File: src/rtl/dbgf_pkg.sv
package dbgf_pkg;

   localparam int NUM_PORTS = 3;

   // port index doubles as priority rank: lower index wins
   localparam logic [1:0] PORT_EXT = 2'd0;
   localparam logic [1:0] PORT_CP  = 2'd1;
   localparam logic [1:0] PORT_MM  = 2'd2;

   typedef enum logic [1:0] {
      RSP_OK    = 2'b00,
      RSP_ERR   = 2'b01,
      RSP_UNDEF = 2'b10
   } rsp_e;

   typedef enum logic [1:0] {
      CLS_PLAIN = 2'd0,
      CLS_IMPL  = 2'd1,
      CLS_RSVD  = 2'd2
   } reg_cls_e;

   typedef enum logic [1:0] {
      ACT_FWD  = 2'd0,
      ACT_ZERO = 2'd1,
      ACT_FAIL = 2'd2
   } act_e;

endpackage

File: src/rtl/dbgf_classify.sv
module dbgf_classify
   import dbgf_pkg::*;
#(
   parameter int REG_W      = 10,
   parameter int WIN0_LO    = 512,
   parameter int WIN0_HI    = 575,
   parameter int WIN1_LO    = 928,
   parameter int WIN1_HI    = 959,
   parameter int IMPL_LO    = 512,
   parameter int IMPL_COUNT = 4
) (
   input  logic [REG_W-1:0] regnum,
   input  logic             baseline,
   output reg_cls_e         cls
);

   localparam logic [REG_W-1:0] W0L = REG_W'(WIN0_LO);
   localparam logic [REG_W-1:0] W0H = REG_W'(WIN0_HI);
   localparam logic [REG_W-1:0] W1L = REG_W'(WIN1_LO);
   localparam logic [REG_W-1:0] W1H = REG_W'(WIN1_HI);

   logic in_win;
   logic impl_hit;

   assign in_win = ((regnum >= W0L) && (regnum <= W0H)) ||
                   ((regnum >= W1L) && (regnum <= W1H));

   generate
      if (IMPL_COUNT > 0) begin : g_impl
         localparam logic [REG_W-1:0] IL = REG_W'(IMPL_LO);
         localparam logic [REG_W-1:0] IH = REG_W'(IMPL_LO + IMPL_COUNT - 1);
         assign impl_hit = (regnum >= IL) && (regnum <= IH);
      end else begin : g_no_impl
         assign impl_hit = 1'b0;
      end
   endgenerate

   always_comb begin
      if (baseline || !in_win) cls = CLS_PLAIN;
      else if (impl_hit)       cls = CLS_IMPL;
      else                     cls = CLS_RSVD;
   end

endmodule

File: src/rtl/dbgf_arbiter.sv
module dbgf_arbiter #(
   parameter int N = 3
) (
   input  logic         clk,
   input  logic         rst_n,
   input  logic [N-1:0] valid,
   output logic [N-1:0] ready,
   output logic [N-1:0] grant
);

   // busy[i] is high when some port ranked above i is requesting
   logic [N:0] busy;
   assign busy[0] = 1'b0;

   generate
      for (genvar gi = 0; gi < N; gi++) begin : g_rank
         assign ready[gi]  = ~busy[gi];
         assign grant[gi]  = valid[gi] & ~busy[gi];
         assign busy[gi+1] = busy[gi] | valid[gi];
      end
   endgenerate

   assert_single_grant_R11: assert property (@(posedge clk) disable iff (!rst_n)
      $onehot0(grant));

   assert_grant_needs_valid_R11: assert property (@(posedge clk) disable iff (!rst_n)
      (grant & ~valid) == '0);

   assert_top_rank_wins_R11: assert property (@(posedge clk) disable iff (!rst_n)
      valid[0] |-> grant[0]);

endmodule

File: src/rtl/dbgf_policy.sv
module dbgf_policy
   import dbgf_pkg::*;
#(
   parameter bit EXT_FWD_LOCKED = 1'b1
) (
   input  logic [1:0] port_sel,
   input  logic       pwr_down,
   input  logic       sw_en,
   input  reg_cls_e   cls,
   output act_e       act,
   output rsp_e       status
);

   logic ext_blocked;
   logic locked_out;

   generate
      if (EXT_FWD_LOCKED) begin : g_ext_pass
         assign ext_blocked = 1'b0;
      end else begin : g_ext_block
         assign ext_blocked = 1'b1;
      end
   endgenerate

   assign locked_out = (cls != CLS_PLAIN) && !sw_en &&
                       ((port_sel != PORT_EXT) || ext_blocked);

   always_comb begin
      act    = ACT_FWD;
      status = RSP_OK;
      if (pwr_down) begin
         act    = ACT_FAIL;
         status = RSP_ERR;
      end else if (locked_out) begin
         act    = ACT_FAIL;
         status = (port_sel == PORT_CP) ? RSP_UNDEF : RSP_ERR;
      end else if (cls == CLS_RSVD) begin
         act    = ACT_ZERO;
         status = RSP_OK;
      end
   end

endmodule

File: src/rtl/dbg_access_filter.sv
module dbg_access_filter
   import dbgf_pkg::*;
#(
   parameter int REG_W          = 10,
   parameter int DATA_W         = 32,
   parameter int WIN0_LO        = 512,
   parameter int WIN0_HI        = 575,
   parameter int WIN1_LO        = 928,
   parameter int WIN1_HI        = 959,
   parameter int IMPL_LO        = 512,
   parameter int IMPL_COUNT     = 4,
   parameter bit EXT_FWD_LOCKED = 1'b1
) (
   input  logic              clk,
   input  logic              rst_n,
   input  logic              dbg_pwr_on,
   input  logic              core_pwr_on,
   input  logic              single_domain,
   input  logic              sw_access_en,
   input  logic              baseline_cp,
   input  logic              ext_req_valid,
   output logic              ext_req_ready,
   input  logic [REG_W-1:0]  ext_req_regnum,
   input  logic              ext_req_write,
   input  logic [DATA_W-1:0] ext_req_wdata,
   output logic              ext_rsp_valid,
   output logic [1:0]        ext_rsp_status,
   output logic [DATA_W-1:0] ext_rsp_rdata,
   input  logic              cp_req_valid,
   output logic              cp_req_ready,
   input  logic [REG_W-1:0]  cp_req_regnum,
   input  logic              cp_req_write,
   input  logic [DATA_W-1:0] cp_req_wdata,
   output logic              cp_rsp_valid,
   output logic [1:0]        cp_rsp_status,
   output logic [DATA_W-1:0] cp_rsp_rdata,
   input  logic              mm_req_valid,
   output logic              mm_req_ready,
   input  logic [REG_W-1:0]  mm_req_regnum,
   input  logic              mm_req_write,
   input  logic [DATA_W-1:0] mm_req_wdata,
   output logic              mm_rsp_valid,
   output logic [1:0]        mm_rsp_status,
   output logic [DATA_W-1:0] mm_rsp_rdata,
   output logic              bank_valid,
   output logic [REG_W-1:0]  bank_regnum,
   output logic              bank_write,
   output logic [DATA_W-1:0] bank_wdata,
   input  logic [DATA_W-1:0] bank_rdata
);

   localparam int NP = NUM_PORTS;

   // elaboration-time parameter checks
   generate
      if (REG_W < 10 || REG_W > 16) begin : g_bad_regw
         $error("REG_W must lie in 10..16");
      end
      if (WIN0_LO > WIN0_HI || WIN1_LO > WIN1_HI || WIN1_HI >= (1 << REG_W)) begin : g_bad_win
         $error("window bounds out of order or out of range");
      end
      if (IMPL_COUNT < 0 || (IMPL_COUNT > 0 && (IMPL_LO < WIN0_LO ||
          IMPL_LO + IMPL_COUNT - 1 > WIN0_HI))) begin : g_bad_impl
         $error("implemented range must sit inside the first window");
      end
   endgenerate

   // gather per-port request fields into arrays, ext/cp/mm by rank
   logic [NP-1:0]     rq_valid;
   logic [REG_W-1:0]  rq_regnum [NP];
   logic [NP-1:0]     rq_write;
   logic [DATA_W-1:0] rq_wdata  [NP];
   logic [NP-1:0]     rq_ready;
   logic [NP-1:0]     grant;

   assign rq_valid  = {mm_req_valid, cp_req_valid, ext_req_valid};
   assign rq_write  = {mm_req_write, cp_req_write, ext_req_write};
   assign rq_regnum[PORT_EXT] = ext_req_regnum;
   assign rq_regnum[PORT_CP]  = cp_req_regnum;
   assign rq_regnum[PORT_MM]  = mm_req_regnum;
   assign rq_wdata[PORT_EXT]  = ext_req_wdata;
   assign rq_wdata[PORT_CP]   = cp_req_wdata;
   assign rq_wdata[PORT_MM]   = mm_req_wdata;

   dbgf_arbiter #(.N(NP)) u_arb (
      .clk   (clk),
      .rst_n (rst_n),
      .valid (rq_valid),
      .ready (rq_ready),
      .grant (grant)
   );

   assign ext_req_ready = rq_ready[PORT_EXT];
   assign cp_req_ready  = rq_ready[PORT_CP];
   assign mm_req_ready  = rq_ready[PORT_MM];

   // one-hot select of the winning request
   logic [REG_W-1:0]  sel_regnum;
   logic              sel_write;
   logic [DATA_W-1:0] sel_wdata;
   logic [1:0]        sel_port;
   logic              any_grant;

   always_comb begin
      sel_regnum = '0;
      sel_write  = 1'b0;
      sel_wdata  = '0;
      sel_port   = PORT_EXT;
      for (int i = 0; i < NP; i++) begin
         if (grant[i]) begin
            sel_regnum = rq_regnum[i];
            sel_write  = rq_write[i];
            sel_wdata  = rq_wdata[i];
            sel_port   = 2'(i);
         end
      end
   end

   assign any_grant = |grant;

   // power state
   logic pwr_down;
   assign pwr_down = single_domain ? !core_pwr_on : !dbg_pwr_on;

   reg_cls_e cls;
   act_e     act;
   rsp_e     status;

   dbgf_classify #(
      .REG_W      (REG_W),
      .WIN0_LO    (WIN0_LO),
      .WIN0_HI    (WIN0_HI),
      .WIN1_LO    (WIN1_LO),
      .WIN1_HI    (WIN1_HI),
      .IMPL_LO    (IMPL_LO),
      .IMPL_COUNT (IMPL_COUNT)
   ) u_cls (
      .regnum   (sel_regnum),
      .baseline (baseline_cp),
      .cls      (cls)
   );

   dbgf_policy #(.EXT_FWD_LOCKED(EXT_FWD_LOCKED)) u_pol (
      .port_sel (sel_port),
      .pwr_down (pwr_down),
      .sw_en    (sw_access_en),
      .cls      (cls),
      .act      (act),
      .status   (status)
   );

   // bank side
   assign bank_valid  = any_grant && (act == ACT_FWD);
   assign bank_regnum = sel_regnum;
   assign bank_write  = sel_write;
   assign bank_wdata  = sel_wdata;

   // shared response register: at most one response per cycle
   logic [NP-1:0]     rsp_vld_q;
   logic [1:0]        rsp_st_q;
   logic [DATA_W-1:0] rsp_rd_q;

   always_ff @(posedge clk or negedge rst_n) begin
      if (!rst_n) begin
         rsp_vld_q <= '0;
         rsp_st_q  <= RSP_OK;
         rsp_rd_q  <= '0;
      end else begin
         rsp_vld_q <= grant;
         if (any_grant) begin
            rsp_st_q <= status;
            rsp_rd_q <= (act == ACT_FWD && !sel_write) ? bank_rdata : '0;
         end
      end
   end

   assign ext_rsp_valid  = rsp_vld_q[PORT_EXT];
   assign cp_rsp_valid   = rsp_vld_q[PORT_CP];
   assign mm_rsp_valid   = rsp_vld_q[PORT_MM];
   assign ext_rsp_status = rsp_st_q;
   assign cp_rsp_status  = rsp_st_q;
   assign mm_rsp_status  = rsp_st_q;
   assign ext_rsp_rdata  = rsp_rd_q;
   assign cp_rsp_rdata   = rsp_rd_q;
   assign mm_rsp_rdata   = rsp_rd_q;

   // response timing per port
   generate
      for (genvar gp = 0; gp < NP; gp++) begin : g_rsp_chk
         assert_rsp_next_cycle_R10: assert property (@(posedge clk) disable iff (!rst_n)
            (rq_valid[gp] && rq_ready[gp]) |=> rsp_vld_q[gp]);
         assert_rsp_single_pulse_R10: assert property (@(posedge clk) disable iff (!rst_n)
            (rsp_vld_q[gp] && !(rq_valid[gp] && rq_ready[gp])) |=> !rsp_vld_q[gp]);
      end
   endgenerate

   assert_pd_error_R2: assert property (@(posedge clk) disable iff (!rst_n)
      (any_grant && (single_domain ? !core_pwr_on : !dbg_pwr_on)) |=> rsp_st_q == RSP_ERR);

   assert_pd_no_fwd_R2: assert property (@(posedge clk) disable iff (!rst_n)
      bank_valid |-> (single_domain ? core_pwr_on : dbg_pwr_on));

   assert_cp_undef_R5: assert property (@(posedge clk) disable iff (!rst_n)
      (cp_req_valid && cp_req_ready && !pwr_down && !sw_access_en &&
       cls != CLS_PLAIN) |=> (cp_rsp_valid && cp_rsp_status == RSP_UNDEF));

   assert_mm_locked_err_R4: assert property (@(posedge clk) disable iff (!rst_n)
      (mm_req_valid && mm_req_ready && !sw_access_en && cls != CLS_PLAIN)
      |=> (mm_rsp_valid && mm_rsp_status == RSP_ERR));

   assert_rsvd_never_fwd_R8: assert property (@(posedge clk) disable iff (!rst_n)
      bank_valid |-> cls != CLS_RSVD);

   assert_baseline_ok_R7: assert property (@(posedge clk) disable iff (!rst_n)
      (any_grant && baseline_cp && !pwr_down) |=> rsp_st_q == RSP_OK);

endmodule

File: config.mk
export PLATFORM = sky130hd
export DESIGN_NAME = dbg_access_filter
export DESIGN_NICKNAME = d
export VERILOG_FILES = /design/src/rtl/dbgf_pkg.sv /design/src/rtl/dbgf_classify.sv /design/src/rtl/dbgf_arbiter.sv /design/src/rtl/dbgf_policy.sv /design/src/rtl/dbg_access_filter.sv
export SDC_FILE = /design/constraint.sdc
export NUM_CORES = 1
export LEC_CHECK = 0
export BUFFER_PORTS_ARGS = -buffer_cell sky130_fd_sc_hd__buf_2
export CAP_MARGIN = 20
export CORE_AREA = 4 4 123 125
export CTS_CLUSTER_DIAMETER = 150
export DETAILED_ROUTE_END_ITERATION = 8
export DIE_AREA = 0 0 127 129
export SYNTH_ARGS = -nofsm -noshare
export SYNTH_HDL_FRONTEND = slang
export SYNTH_HIERARCHICAL = 1
export SYNTH_SLANG_ARGS = --single-unit
File: constraint.sdc
create_clock -name clk -period 5.1 [get_ports clk]
set_clock_uncertainty 0.2 [all_clocks]
set_input_delay 0.765 -clock clk [delete_from_list [all_inputs] [get_ports clk]]
set_output_delay 0.765 -clock clk [all_outputs]
set_load 0.005 [all_outputs]
==> metrics.txt <==
pins over their slew limit 0; Root Buffer clkbuf_16; Achievable Freq 246 MHz; Post-CTS Resized 0; setup TNS 0 ns; Hold Slack 0.326 ns; post-DP HPWL 10400 um; flops & latches, synth 37; DRC 0; CTS sink count 37; Starting DRT DRC Count 125; Worst Hold Class register to register; Max FO, Critical Path 38; clk buf depth 2; antenna viol nets, final 0; Synth cell types 30; CP Class primary input to output pin; Core Rows 43; final setup violation count 0; P per Cell Area 228 nW/um^2; fin nets 739; global-route wire length before repair 18200 um; Mean Syn Cell Area 8.64 sq um; via count 3383; Worst setup SP type primary input; clock latency on the worst-skew pair 0.28 ns; overall power 965 uW; Port Buf Inserts 321; worst-margin pin slew 0.828 ns; Net Count, Synth 501; H-tree depth 2; LEAKAGE 2.41 nW; post-synthesis cell area 2850 sq um; YS warnings 6; final hold violation count 0; Area Growth Syn to Fin 48.6%; CTS Buf Count 5; placer congestion estimate 0.813; Post-CTS Setup Bufs 0; post-route setup slack 1.03 ns; DRT Wirelength 12600 um; Tcrit/Tclk final 0.798; VDD IR-drop max 0.126 mV; Cells after Synth 330; maxcap violations 0; Reg clk slew, reported paths 0.06 ns; status finished, final reports clean; largest net degree at the start of global routing 55; hold_buf cts 0; Die X 127 um; Initial Util 0.206; TritonCTS clock tree yes; GRT Total Usage 0.141; most used cell, CP buf_2; share of cells above drive strength 1 0.605; first drt pass iteration count 4; CP Capture Type output pin; CP required 4.14 ns; CP max-delay cell buf_4; antenna violations before repair 3; DP Worst Slack 1.02 ns; Via density 4.51; Worst path max stage delay 0.43 ns; core box area 13900 sq um; vias in the first global route 3234; GRT Residual Overflow 0; WL/cell 16.8 um; Die ar. 16400 sq um; Die Y 129 um; Slew Limit Headroom 0.448; RSZ-0062 raised after global routing false; Tmin final 4.07 ns; register area share after synthesis 0.325; Critical Path AT 3.10 ns; worst path cell trace buf_2 -> nor2b_4 -> buf_4 -> a22oi_1 -> o21ai_1 -> nand3_1 -> o21ai_0 -> and4_1 -> nor2_1 -> o21bai_1 -> nor3_4 -> buf_2; Top Ports 323
[final timing paths]
kind                                              start  slack [ns]                      endpoint  cells after the start
min reg2reg                cp_rsp_rdata[10]$_DFFE_PN0P_        0.33  cp_rsp_rdata[10]$_DFFE_PN0P_                      1
max reg2reg                cp_rsp_status[1]$_DFFE_PN0P_        4.09  cp_rsp_status[1]$_DFFE_PN0P_                      1
max in group asynchronous                         rst_n        3.79   cp_rsp_rdata[2]$_DFFE_PN0P_                      1
min in group asynchronous                         rst_n        0.38  cp_rsp_rdata[24]$_DFFE_PN0P_                      1
max                                       ext_req_valid        1.03                    bank_valid                     12
min                        cp_rsp_rdata[10]$_DFFE_PN0P_        0.33  cp_rsp_rdata[10]$_DFFE_PN0P_                      1
[area by class of cell]
class,count,area [sq um]
Antenna cell,1,2.50
Timing Repair Buffer,329,1670
Clock inverter,2,10.0
Tap cell,180,225
Multi-Input combinational cell,192,1270
Inverter,3,11.3
Fill cell,1575,9640
Sequential cell,37,926
Clock buffer,6,129
[placed cells by master, fill, tap and decap left out, types with 2 or more instances in the layout]
master     count
buf_2        321
nand2_1       44
a22oi_1       40
dfrtp_1       37
o21ai_0       32
a32o_1        32
o21ai_1       11
buf_4          8
nor2_1         7
clkbuf_16      5
a21oi_1        3
inv_1          3
and3b_1        2
nor2b_4        2
nor3_4         2
mux2_2         2
clkinv_2       2
o21bai_1       2
and3_1         2
[report_power, final]
part / leakage (nW) / switching (mW) / internal, mW
registers: 0.491 / 0.0264 / 0.319
logic: 1.85 / 0.159 / 0.165
clock network: 0.0706 / 0.116 / 0.179
[logic make-up after synthesis]
logic type	synth area share
compound gates	0.313
other cells	0.00131
flops	0.325
simple gates	0.112
buf+inv	0.238
mux	0.0114
[cell usage after synthesis]
cell type   n  area, sq um
and3_1      2         12.5
o21ai_0    32          160
inv_1       3         11.3
buf_4      70          526
nor4_2      1         12.5
clkbuf_1   11         41.3
nand2_1    44          165
nand3_1     1         5.00
a22o_1      1         8.76
nor3_4      2         32.5
nor2b_1     3         18.8
o21bai_1    2         15.0
dfrtp_1    37          926
a22oi_1    40          300
conb_1      1         3.75
buf_6       3         33.8
and3b_1     2         17.5
and4_1      1         8.76
a21oi_1     3         15.0
nor2_1      7         26.3
nor3b_2     1         12.5
a32o_1     32          320
o21ai_1    11         55.1
buf_1       2         7.51
mux2i_1     1         10.0
nand3b_1    1         7.51
buf_2      12         60.1
mux2_2      2         22.5
o21ba_1     1         10.0
a21o_1      1         7.51
[flip-flops by register name, summed over array words and instances (netlist names)]
| name | flops |
|---|---|
| rsp_vld_q | 3 |
| cp_rsp_status | 2 |
| cp_rsp_rdata | 32 |
[layer usage]
layer  part of all wire  wire, um  track usage  vias up
li1                   -         -            -     1617
met1               0.39      4910        0.167     1554
met2               0.49      6190        0.250      199
met3               0.11      1340       0.0457        9
met4             0.0083       104       0.0284        4
met5             0.0027        34            0        -
[worst max-delay path, delay by kind of cell]
kind / cells / cell delay [ns]
and+or+nand+nor: 5 / 0.84
AOI/OAI and AO/OA: 4 / 0.74
buffers and inverters: 3 / 0.76
[through the flow]
stage	utilization	instances	cell area (sq um)
after floorplan	-	330	2850
after global placement	0.295	741	4100
after detailed placement	0.295	741	4100
after CTS	0.305	749	4240
after global routing	0.305	750	4240
final	0.305	750	4240
No activity file was read; power rests on OpenSTA's default activity.
